### src/rtl/assoc2_cache_pkg.sv
package assoc2_cache_pkg;

   localparam int unsigned NUM_WAYS = 2;

   typedef enum logic [2:0] {
      ST_IDLE,
      ST_COMPARE,
      ST_WRITEBACK,
      ST_REFILL,
      ST_RESPOND
   } cache_state_e;

endpackage

### src/rtl/cache_way_store.sv
module cache_way_store #(
   parameter int unsigned SETS      = 8,
   parameter int unsigned TAG_W     = 7,
   parameter int unsigned WORD_W    = 32,
   parameter int unsigned BLK_WORDS = 4
) (
   input  logic                               clk,
   input  logic                               rst_n,
   input  logic [$clog2(SETS)-1:0]            set_idx,
   output logic [TAG_W-1:0]                   tag_o,
   output logic                               valid_o,
   output logic                               dirty_o,
   output logic [WORD_W*BLK_WORDS-1:0]        block_o,
   input  logic                               fill_en,
   input  logic [TAG_W-1:0]                   fill_tag,
   input  logic [WORD_W*BLK_WORDS-1:0]        fill_block,
   input  logic                               wr_en,
   input  logic [$clog2(BLK_WORDS)-1:0]       wr_off,
   input  logic [WORD_W-1:0]                  wr_word
);
   localparam int unsigned BLK_W = WORD_W * BLK_WORDS;
   localparam int unsigned OFF_W = $clog2(BLK_WORDS);

   logic [BLK_W-1:0] data_q  [SETS];
   logic [TAG_W-1:0] tag_q   [SETS];
   logic [SETS-1:0]  valid_q;
   logic [SETS-1:0]  dirty_q;

   // state bits: reset clears them all
   always_ff @(posedge clk) begin
      if (!rst_n) begin
         valid_q <= '0;
         dirty_q <= '0;
      end else if (fill_en) begin
         valid_q[set_idx] <= 1'b1;
         dirty_q[set_idx] <= 1'b0;
      end else if (wr_en) begin
         dirty_q[set_idx] <= 1'b1;
      end
   end

   // tag and data arrays carry no reset
   always_ff @(posedge clk) begin
      if (fill_en) begin
         tag_q[set_idx]  <= fill_tag;
         data_q[set_idx] <= fill_block;
      end else if (wr_en) begin
         for (int k = 0; k < int'(BLK_WORDS); k++) begin
            if (wr_off == OFF_W'(k))
               data_q[set_idx][k*WORD_W +: WORD_W] <= wr_word;
         end
      end
   end

   assign tag_o   = tag_q[set_idx];
   assign valid_o = valid_q[set_idx];
   assign dirty_o = dirty_q[set_idx];
   assign block_o = data_q[set_idx];

   a_r4_dirty_needs_valid: assert property (@(posedge clk) disable iff (!rst_n)
      dirty_o |-> valid_o)
      else $error("modified bit set on an invalid line");

   a_r10_fill_is_clean: assert property (@(posedge clk) disable iff (!rst_n)
      fill_en |=> (valid_o && !dirty_o) || !$stable(set_idx))
      else $error("freshly filled line not clean and valid");

endmodule

### src/rtl/cache_victim_pick.sv
module cache_victim_pick (
   input  logic [1:0] way_valid,
   input  logic       lru_way,
   output logic       victim_way
);
   always_comb begin
      if (!way_valid[0])      victim_way = 1'b0;
      else if (!way_valid[1]) victim_way = 1'b1;
      else                    victim_way = lru_way;
   end
endmodule

### src/rtl/cache_lru_bits.sv
module cache_lru_bits #(
   parameter int unsigned SETS = 8
) (
   input  logic                    clk,
   input  logic                    rst_n,
   input  logic [$clog2(SETS)-1:0] set_idx,
   input  logic                    touch_en,
   input  logic                    touch_way,
   output logic                    lru_way
);
   logic [SETS-1:0] lru_q;

   // each bit names the way not touched most recently
   always_ff @(posedge clk) begin
      if (!rst_n)        lru_q <= '0;
      else if (touch_en) lru_q[set_idx] <= ~touch_way;
   end

   assign lru_way = lru_q[set_idx];

   a_r6_lru_points_away: assert property (@(posedge clk) disable iff (!rst_n)
      touch_en |=> (lru_way != $past(touch_way)) || !$stable(set_idx))
      else $error("replacement bit points at the way just used");

endmodule

### src/rtl/assoc2_cache.sv
module assoc2_cache
   import assoc2_cache_pkg::*;
#(
   parameter int unsigned ADDR_W    = 12,
   parameter int unsigned WORD_W    = 32,
   parameter int unsigned BLK_WORDS = 4,
   parameter int unsigned SETS      = 8
) (
   input  logic                                   clk,
   input  logic                                   rst_n,
   input  logic                                   req_valid,
   input  logic                                   req_write,
   input  logic [ADDR_W-1:0]                      req_addr,
   input  logic [WORD_W-1:0]                      req_wdata,
   output logic                                   req_ready,
   output logic                                   rsp_valid,
   output logic [WORD_W-1:0]                      rsp_rdata,
   output logic                                   mem_req,
   output logic                                   mem_we,
   output logic [ADDR_W-$clog2(BLK_WORDS)-1:0]    mem_addr,
   output logic [WORD_W*BLK_WORDS-1:0]            mem_wdata,
   input  logic                                   mem_ack,
   input  logic [WORD_W*BLK_WORDS-1:0]            mem_rdata
);
   localparam int unsigned OFF_W   = $clog2(BLK_WORDS);
   localparam int unsigned IDX_W   = $clog2(SETS);
   localparam int unsigned TAG_W   = ADDR_W - IDX_W - OFF_W;
   localparam int unsigned BLK_W   = WORD_W * BLK_WORDS;

   // elaboration-time parameter checks
   if (BLK_WORDS < 2 || (BLK_WORDS & (BLK_WORDS - 1)) != 0) begin : g_bad_blk
      $error("BLK_WORDS must be a power of two of at least 2");
   end
   if (SETS < 2 || (SETS & (SETS - 1)) != 0) begin : g_bad_sets
      $error("SETS must be a power of two of at least 2");
   end
   if (ADDR_W <= IDX_W + OFF_W) begin : g_bad_addr
      $error("ADDR_W leaves no tag bits");
   end

   cache_state_e      state_q, state_d;
   logic [ADDR_W-1:0] addr_q;
   logic              write_q;
   logic [WORD_W-1:0] wdata_q;
   logic              victim_q;
   logic [WORD_W-1:0] rdata_q;

   logic [OFF_W-1:0]  off_q;
   logic [IDX_W-1:0]  idx_q;
   logic [TAG_W-1:0]  tag_q;

   assign off_q = addr_q[OFF_W-1:0];
   assign idx_q = addr_q[OFF_W +: IDX_W];
   assign tag_q = addr_q[ADDR_W-1 -: TAG_W];

   logic [TAG_W-1:0]    way_tag   [NUM_WAYS];
   logic [BLK_W-1:0]    way_block [NUM_WAYS];
   logic [NUM_WAYS-1:0] way_valid;
   logic [NUM_WAYS-1:0] way_dirty;
   logic [NUM_WAYS-1:0] hit_vec;
   logic [NUM_WAYS-1:0] fill_vec;
   logic [NUM_WAYS-1:0] wr_vec;

   logic hit_any, hit_way, victim_c, lru_way;
   logic touch_en, touch_way;
   logic in_compare, refill_done;

   assign in_compare  = (state_q == ST_COMPARE);
   assign refill_done = (state_q == ST_REFILL) && mem_ack;
   assign hit_any     = |hit_vec;
   assign hit_way     = hit_vec[1];

   for (genvar w = 0; w < NUM_WAYS; w++) begin : g_way
      cache_way_store #(
         .SETS(SETS), .TAG_W(TAG_W), .WORD_W(WORD_W), .BLK_WORDS(BLK_WORDS)
      ) i_store (
         .clk       (clk),
         .rst_n     (rst_n),
         .set_idx   (idx_q),
         .tag_o     (way_tag[w]),
         .valid_o   (way_valid[w]),
         .dirty_o   (way_dirty[w]),
         .block_o   (way_block[w]),
         .fill_en   (fill_vec[w]),
         .fill_tag  (tag_q),
         .fill_block(mem_rdata),
         .wr_en     (wr_vec[w]),
         .wr_off    (off_q),
         .wr_word   (wdata_q)
      );
      // both tags compared side by side
      assign hit_vec[w]  = way_valid[w] && (way_tag[w] == tag_q);
      assign fill_vec[w] = refill_done && (victim_q == 1'(w));
      assign wr_vec[w]   = in_compare && write_q && hit_vec[w];
   end

   // way-select multiplexer, then word select
   logic [BLK_W-1:0]  hit_block;
   logic [WORD_W-1:0] hit_words [BLK_WORDS];
   assign hit_block = way_block[hit_way];
   for (genvar k = 0; k < BLK_WORDS; k++) begin : g_word
      assign hit_words[k] = hit_block[k*WORD_W +: WORD_W];
   end

   cache_victim_pick i_victim (
      .way_valid (way_valid),
      .lru_way   (lru_way),
      .victim_way(victim_c)
   );

   assign touch_en  = (in_compare && hit_any) || refill_done;
   assign touch_way = refill_done ? victim_q : hit_way;

   cache_lru_bits #(.SETS(SETS)) i_lru (
      .clk      (clk),
      .rst_n    (rst_n),
      .set_idx  (idx_q),
      .touch_en (touch_en),
      .touch_way(touch_way),
      .lru_way  (lru_way)
   );

   always_comb begin
      state_d = state_q;
      unique case (state_q)
         ST_IDLE:      if (req_valid) state_d = ST_COMPARE;
         ST_COMPARE: begin
            if (hit_any)                                        state_d = ST_RESPOND;
            else if (way_valid[victim_c] && way_dirty[victim_c]) state_d = ST_WRITEBACK;
            else                                                state_d = ST_REFILL;
         end
         ST_WRITEBACK: if (mem_ack) state_d = ST_REFILL;
         ST_REFILL:    if (mem_ack) state_d = ST_COMPARE;
         ST_RESPOND:   state_d = ST_IDLE;
         default:      state_d = ST_IDLE;
      endcase
   end

   always_ff @(posedge clk) begin
      if (!rst_n) begin
         state_q  <= ST_IDLE;
         addr_q   <= '0;
         write_q  <= 1'b0;
         wdata_q  <= '0;
         victim_q <= 1'b0;
         rdata_q  <= '0;
      end else begin
         state_q <= state_d;
         if (state_q == ST_IDLE && req_valid) begin
            addr_q  <= req_addr;
            write_q <= req_write;
            wdata_q <= req_wdata;
         end
         if (in_compare && !hit_any) victim_q <= victim_c;
         if (in_compare && hit_any)  rdata_q  <= write_q ? wdata_q : hit_words[off_q];
      end
   end

   assign req_ready = (state_q == ST_IDLE);
   assign rsp_valid = (state_q == ST_RESPOND);
   assign rsp_rdata = rdata_q;
   assign mem_req   = (state_q == ST_WRITEBACK) || (state_q == ST_REFILL);
   assign mem_we    = (state_q == ST_WRITEBACK);
   assign mem_addr  = (state_q == ST_WRITEBACK) ? {way_tag[victim_q], idx_q} : {tag_q, idx_q};
   assign mem_wdata = way_block[victim_q];

   a_r3_single_hit: assert property (@(posedge clk) disable iff (!rst_n)
      in_compare |-> $onehot0(hit_vec))
      else $error("both ways match one tag");

   a_r2_hit_no_traffic: assert property (@(posedge clk) disable iff (!rst_n)
      (in_compare && hit_any) |=> !mem_req && rsp_valid)
      else $error("hit produced memory traffic or no response");

   a_r9_busy_at_response: assert property (@(posedge clk) disable iff (!rst_n)
      rsp_valid |-> !req_ready)
      else $error("ready raised during response");

   a_r9_single_pulse: assert property (@(posedge clk) disable iff (!rst_n)
      rsp_valid |=> !rsp_valid)
      else $error("response longer than one cycle");

   a_r11_mem_hold: assert property (@(posedge clk) disable iff (!rst_n)
      (mem_req && !mem_ack) |=> mem_req && $stable(mem_addr) && $stable(mem_we))
      else $error("memory request changed before acknowledge");

   a_r8_read_after_writeback: assert property (@(posedge clk) disable iff (!rst_n)
      (mem_req && mem_we && mem_ack) |=> mem_req && !mem_we)
      else $error("write-back not followed by refill read");

endmodule

### config.mk
export PLATFORM = sky130hd
export DESIGN_NAME = assoc2_cache
export DESIGN_NICKNAME = d
export VERILOG_FILES = /design/src/rtl/assoc2_cache_pkg.sv /design/src/rtl/cache_way_store.sv /design/src/rtl/cache_victim_pick.sv /design/src/rtl/cache_lru_bits.sv /design/src/rtl/assoc2_cache.sv
export SDC_FILE = /design/constraint.sdc
export NUM_CORES = 2
export LEC_CHECK = 0
export BUFFER_PORTS_ARGS = -buffer_cell sky130_fd_sc_hd__buf_2
export CORE_MARGIN = 2
export CORE_UTILIZATION = 63
export CTS_BUF_LIST = sky130_fd_sc_hd__clkbuf_4 sky130_fd_sc_hd__clkbuf_8 sky130_fd_sc_hd__clkbuf_16
export DETAILED_ROUTE_END_ITERATION = 16
export PLACE_DENSITY = 0.82
export SLEW_MARGIN = 30
export SYNTH_ARGS = -nofsm -noshare
export SYNTH_HDL_FRONTEND = slang
export SYNTH_HIERARCHICAL = 1
export SYNTH_SLANG_ARGS = --single-unit
### constraint.sdc
create_clock -name clk -period 13.3 [get_ports clk]
set_clock_uncertainty 0.15 [all_clocks]
set_input_delay 1.33 -clock clk [delete_from_list [all_inputs] [get_ports clk]]
set_output_delay 1.33 -clock clk [all_outputs]
set_load 0.02 [all_outputs]
# [Word-level counts from Yosys, hierarchy flattened]
# Memories as Yosys holds them, arrays and structs flattened. A register that Yosys moved wholly into a read port is not among the register bits.
# Index checks and enable logic that the tools add are counted.
[word_totals] ram_bits=2160 inputBits=177 n_memories=4 elab_cells=167 register_bits=121
[memory_table] name="g_way[0].i_store.data_q" words=8 word_bits=128 rd=1 rd_ports_with_merged_regs=1 wr=1 line_no="cache_way_store.sv:24" source="logic [BLK_W-1:0] data_q [SETS];"
[memory_table] name="g_way[1].i_store.data_q" words=8 word_bits=128 rd=1 rd_ports_with_merged_regs=1 wr=1 line_no="cache_way_store.sv:24"
[memory_table] name="g_way[0].i_store.tag_q" words=8 word_bits=7 rd=1 rd_ports_with_merged_regs=1 wr=1 line_no="cache_way_store.sv:25" source="logic [TAG_W-1:0] tag_q [SETS];"
[memory_table] name="g_way[1].i_store.tag_q" words=8 word_bits=7 rd=1 rd_ports_with_merged_regs=1 wr=1 line_no="cache_way_store.sv:25"
[classes] n_mux=92 magnitude_cmp=6 eq_ne=12 bitwise_logic=20 n_reduce_logical=22
[op_table] cell="$mux W128" count=6
[op_table] cell="$mux W32" count=11
[op_table] cell="$bmux W32 S2" count=1
[op_table] cell="$mux W1" count=46
[op_table] cell="$mux W3" count=12
[op_table] cell="$mux W8" count=4
[op_table] cell="$or A8 B8 Y8" count=4
[op_table] cell="$mux W7" count=3
[op_table] cell="$and A8 B8 Y8" count=2
[op_table] cell="$bmux W1 S3" count=5
[op_table] cell="$eq A7 B7 Y1" count=2
[op_table] cell="$logic_and A1 B1 Y1" count=13
[op_table] cell="$pmux W3 S4" count=1
[op_table] cell="$mux W10" count=1
[op_table] cell="$bwmux W8" count=1
[op_table] cell="$not A8 Y8" count=1
[op_table] cell="$or A1 B1 Y1" count=8
[op_table] cell="$eq A3 B2 Y1 const B" count=2
[op_table] cell="$eq A2 B2 Y1 const B" count=2
[op_table] cell="$ge A2 B2 Y1 const B" count=2
[op_table] cell="$lt A3 B4 Y1 const B" count=1
[op_table] cell="$ne A2 B2 Y1 const B" count=2
[op_table] cell="$not A1 Y2" count=2
[op_table] cell="$reduce_bool A2 Y1" count=2
[op_table] cell="16 further kinds" count=18

# [Logic depth before layout (Yosys ltp)]
[depth] depth_word=11 mapped_depth=15 mapped_depth_nobuf=10

# [Modules after synthesis]
# Netlist, hierarchy kept.
[modules_own_cells] module="cache_way_store at g_way[0].i_store" area_each_um2=43131.4 seq_area_each_um2=32751.4 cells_each=1823 instances=1
[modules_own_cells] module="cache_way_store at g_way[1].i_store" area_each_um2=43118.9 seq_area_each_um2=32751.4 cells_each=1830 instances=1
[modules_own_cells] module="assoc2_cache" area_each_um2=7048.0 seq_area_each_um2=1621.6 cells_each=836 instances=1
[modules_own_cells] module="cache_lru_bits" area_each_um2=402.9 seq_area_each_um2=160.2 cells_each=39 instances=1
[modules_own_cells] module="cache_victim_pick" area_each_um2=11.3 seq_area_each_um2=0.0 cells_each=2 instances=1

# [Worst setup path after synthesis]
# OpenSTA, ideal clock, no wires.
[synth_path] kind="register to register" start="reg addr_q[4]" end="mem g_way[1].i_store/data_q[0][0] (netlist name), enable pin" path_stages_with_launch=15 t_required_ps=12718 path_buffers=6 setup_time_ps=432 arrival_time_ps=5129 slack_ps=7589 synth_period_minus_slack_ps=5711 path_cell_list="dfxtp_1 -> buf_2 -> buf_2 -> clkbuf_1 -> mux4_2 -> mux2_2 -> xnor2_1 -> and4_1 -> buf_2 -> nand2_1 -> buf_2 -> nor2_1 -> or3b_2 -> clkbuf_1 -> a21oi_1"
[synth_via] elab_chain_len=8
[synth_rtl] item="start, declared" line_no="assoc2_cache.sv:42" source="logic [ADDR_W-1:0] addr_q;"
[synth_rtl] item="start signal, assigned" line_no="assoc2_cache.sv:150" source="addr_q <= req_addr;"
[synth_rtl] item="$bmux W1 S3" line_no="cache_way_store.sv:56" source="assign valid_o = valid_q[set_idx];"
[synth_rtl] item="$mux W1 (implied by the code)" line_no="cache_way_store.sv:56"
[synth_rtl] item="$logic_and A1 B1 Y1" line_no="assoc2_cache.sv:92" source="assign hit_vec[w] = way_valid[w] && (way_tag[w] == tag_q);"
[synth_rtl] item="$logic_and A1 B1 Y1" line_no="assoc2_cache.sv:94" source="assign wr_vec[w] = in_compare && write_q && hit_vec[w];"
[synth_rtl] item="net wr_vec[1]" line_no="assoc2_cache.sv:62" source="logic [NUM_WAYS-1:0] wr_vec;"
[synth_rtl] item="$mux W1" line_no="cache_way_store.sv:47" source="end else if (wr_en) begin"
[synth_rtl] item="$mux W1" line_no="cache_way_store.sv:44" source="if (fill_en) begin"
[synth_rtl] item="$mux W1 (implied by the code)" line_no="cache_way_store.sv:50" source="data_q[set_idx][k*WORD_W +: WORD_W] <= wr_word;"
[synth_rtl] item="$or A1 B1 Y1 (no source line)"
[synth_rtl] item="end, declared" line_no="cache_way_store.sv:24"
# The timed path passes the listed nets, and every way through them passes these cells. The select of a mux whose other input is x is not followed.

==> reports/metrics.cfg <==
[finish]
nets=5129
finalInstanceArea_um2=106000
fillers=8087
drive_above_1_share_pct=41.5
utilization_pct=71.6
area_growth_pct=12.8
fin_cells=7127

[worst_setup_path]
critPathKind=reg -> out
cp-start-kind=register
required_ps=11820
path_cells=buf_12, buf_16, buf_12, buf_16, buf_4, buf_16, mux4_2, mux2_2, mux2_2, buf_2
crit_buf_inv=7
crit_path_frequent_cell=buf_16
slowest_stage=dfxtp_4
cp.arrival_ps=5770
rr_startpoint=addr_q[2]
cpPeakStageDelay_ps=870
endpoint_kind=output port
crit_family=buffers and inverters
crit_start=addr_q[2]
critPathMaxFanout=79

[yosys]
synth.top_cells.by_count=2160 x edfxtp_1, 606 x mux2_2, 549 x mux4_2, 121 x dfxtp_1, 120 x a21oi_1
syn_area_um2=93700
synth-edff-count=2160
synth_seq_cells=2281
synth_ff_type=edfxtp_1
netlist_top_cells_area=edfxtp_1 69%, mux4_2 13%, mux2_2 7.3%
yosys.area.top_type_share_pct=69.2
synth_area_per_cell_um2=20.7
synthArstFlopShare_pct=0
seq_area_frac_synth_pct=71.8
ys.warnings.count=6
synth_cell_types=74
syn-num-nets=4707
yosys.area.top_type=edfxtp_1
synth_most_common_cell=edfxtp_1
syn_inst=4530

[grt]
grt_pass1_wl_mm=386
track_usage_pct=36.9
antenna_found_initial=53
grt_pass1_vias=50200
grt-ovfl-total=0
grt_start_max_net_pins=151

[sta]
rsz0062_at_grt=no
setup_viol_count_final=0
fmax_mhz=138
min_period_ps=7250
tightestPinTransition_ps=1160
setup_ws_ps=6050
holdWs_ps=311
setup_tns_ps=0
drv_slew=0
hold_viol_final=0
period_share_pct=54.5
relSlewSlack_pct=22.4

[outcome]
status=finished, final reports clean

[routing]
met1Wirelength_mm=88.3
viasPerCell=7.26
routed_wl_mm=279
dr_wl_met2_mm=124
highest_layer=met5
firstDrtPassIters=6
via_count=51700
met3WireLength_mm=46.6
postRouteAntennaNets=0
drt_iter0_drc=8217
drc_errors=0
wire_per_inst_um=39.1

[floorplan]
fp.dieW_um=390
fp-row-count=141
fp.coreArea_um2=148000
initial_core_util_pct=63.5
ios=351
die_area_um2=152000
die_y_um=390

[worst_hold_path]
holdCritPathClass=reg -> reg

[cts]
clk_path_buf_depth=3
hold_buffers=0
cts_sinks=2281
clkSlewWorstSetupHoldPaths_ps=60
cts_tree=built
cts.repair.resized=0
cts_made_buffers=216
clk_latency_ps=870
root_buffer=clkbuf_16
cts_setup_buffers=0
htreeDepth=4

[placement]
dpl_cell_area_um2=98200
pre_cts_slack_ps=6780
gp_congestion=0.884
port_buffers=350
hpwl_mm=165
dp.cells=6659

[pwr]
power_mw=15.3
peakVddDrop_v=0.000119
power.density_nw_per_um2=145
p_leak_nw=33.0

[job]
cap_violations=0

-- metal layers --
metal / track usage [%] / vias up
met3: 14.6 / 864
met5: 0.0638 / -
met2: 52.8 / 4714
li1: - / 19800
met1: 47.9 / 26400
met4: 22.8 / 34
-- worst min-delay path, cell delays in order, from the launching register on --
cell	delay, ps
dfxtp_1	310
inv_1	50
a211oi_1	50
-- path summary, 6_finish.rpt --
path,endpoint,slack (ps),cells past startpoint
hold / removal,register,310,2
setup reg to reg,rsp_rdata[14],6990,13
hold reg to reg,register,310,2
setup / recovery,mem_wdata[44],6050,10
-- placed cells by master (no fill, tap or decap), types with 47 or more instances in the layout --
cell,instances
a21oi_4,48
clkinv_1,60
clkbuf_16,221
mux4_2,549
buf_4,128
mux2_1,66
mux2_2,606
mux2i_1,97
edfxtp_1,2160
clkinv_2,47
diode_2,60
a21oi_1,72
nand2_1,113
buf_2,350
dfxtp_1,105
-- state kept, by name (all words and copies together) (netlist names), named ones only --
register	cells
g_way.i_store/data_q	2048
g_way.i_store/tag_q	112
rsp_rdata	32
wdata_q	32
g_way.i_store/valid_q	16
addr_q	12
i_lru/lru_q	8
state_q	3
victim_q	1
write_q	1
-- cell type report --
| type | instances | area (um2) | area share [%] |
|---|---|---|---|
| diodes | 60 | 150 | 0.142 |
| flip-flops and latches | 2281 | 67300 | 63.7 |
| repair buffers | 497 | 3040 | 2.88 |
| inverters | 18 | 77.6 | 0.0734 |
| well taps | 1930 | 2410 | 2.29 |
| clock buffers | 257 | 5830 | 5.51 |
| clock inverters | 146 | 1260 | 1.19 |
| multi-input cells | 1938 | 25600 | 24.2 |
-- cells by family after synthesis --
family / after synthesis / synth area share (%)
compound gates: 293 / 2.05
simple gates: 310 / 1.86
flops: 2281 / 71.8
xor+xnor: 14 / 0.131
buf+inv: 311 / 1.79
mux: 1321 / 22.4
-- power breakdown --
part / internal (mW) / switching, mW / total (mW)
clock network: 3.46 / 2.67 / 6.13
registers: 7.87 / 0.0689 / 7.94
logic: 0.463 / 0.786 / 1.25
Note: power is estimated with default switching activity, not from simulation.
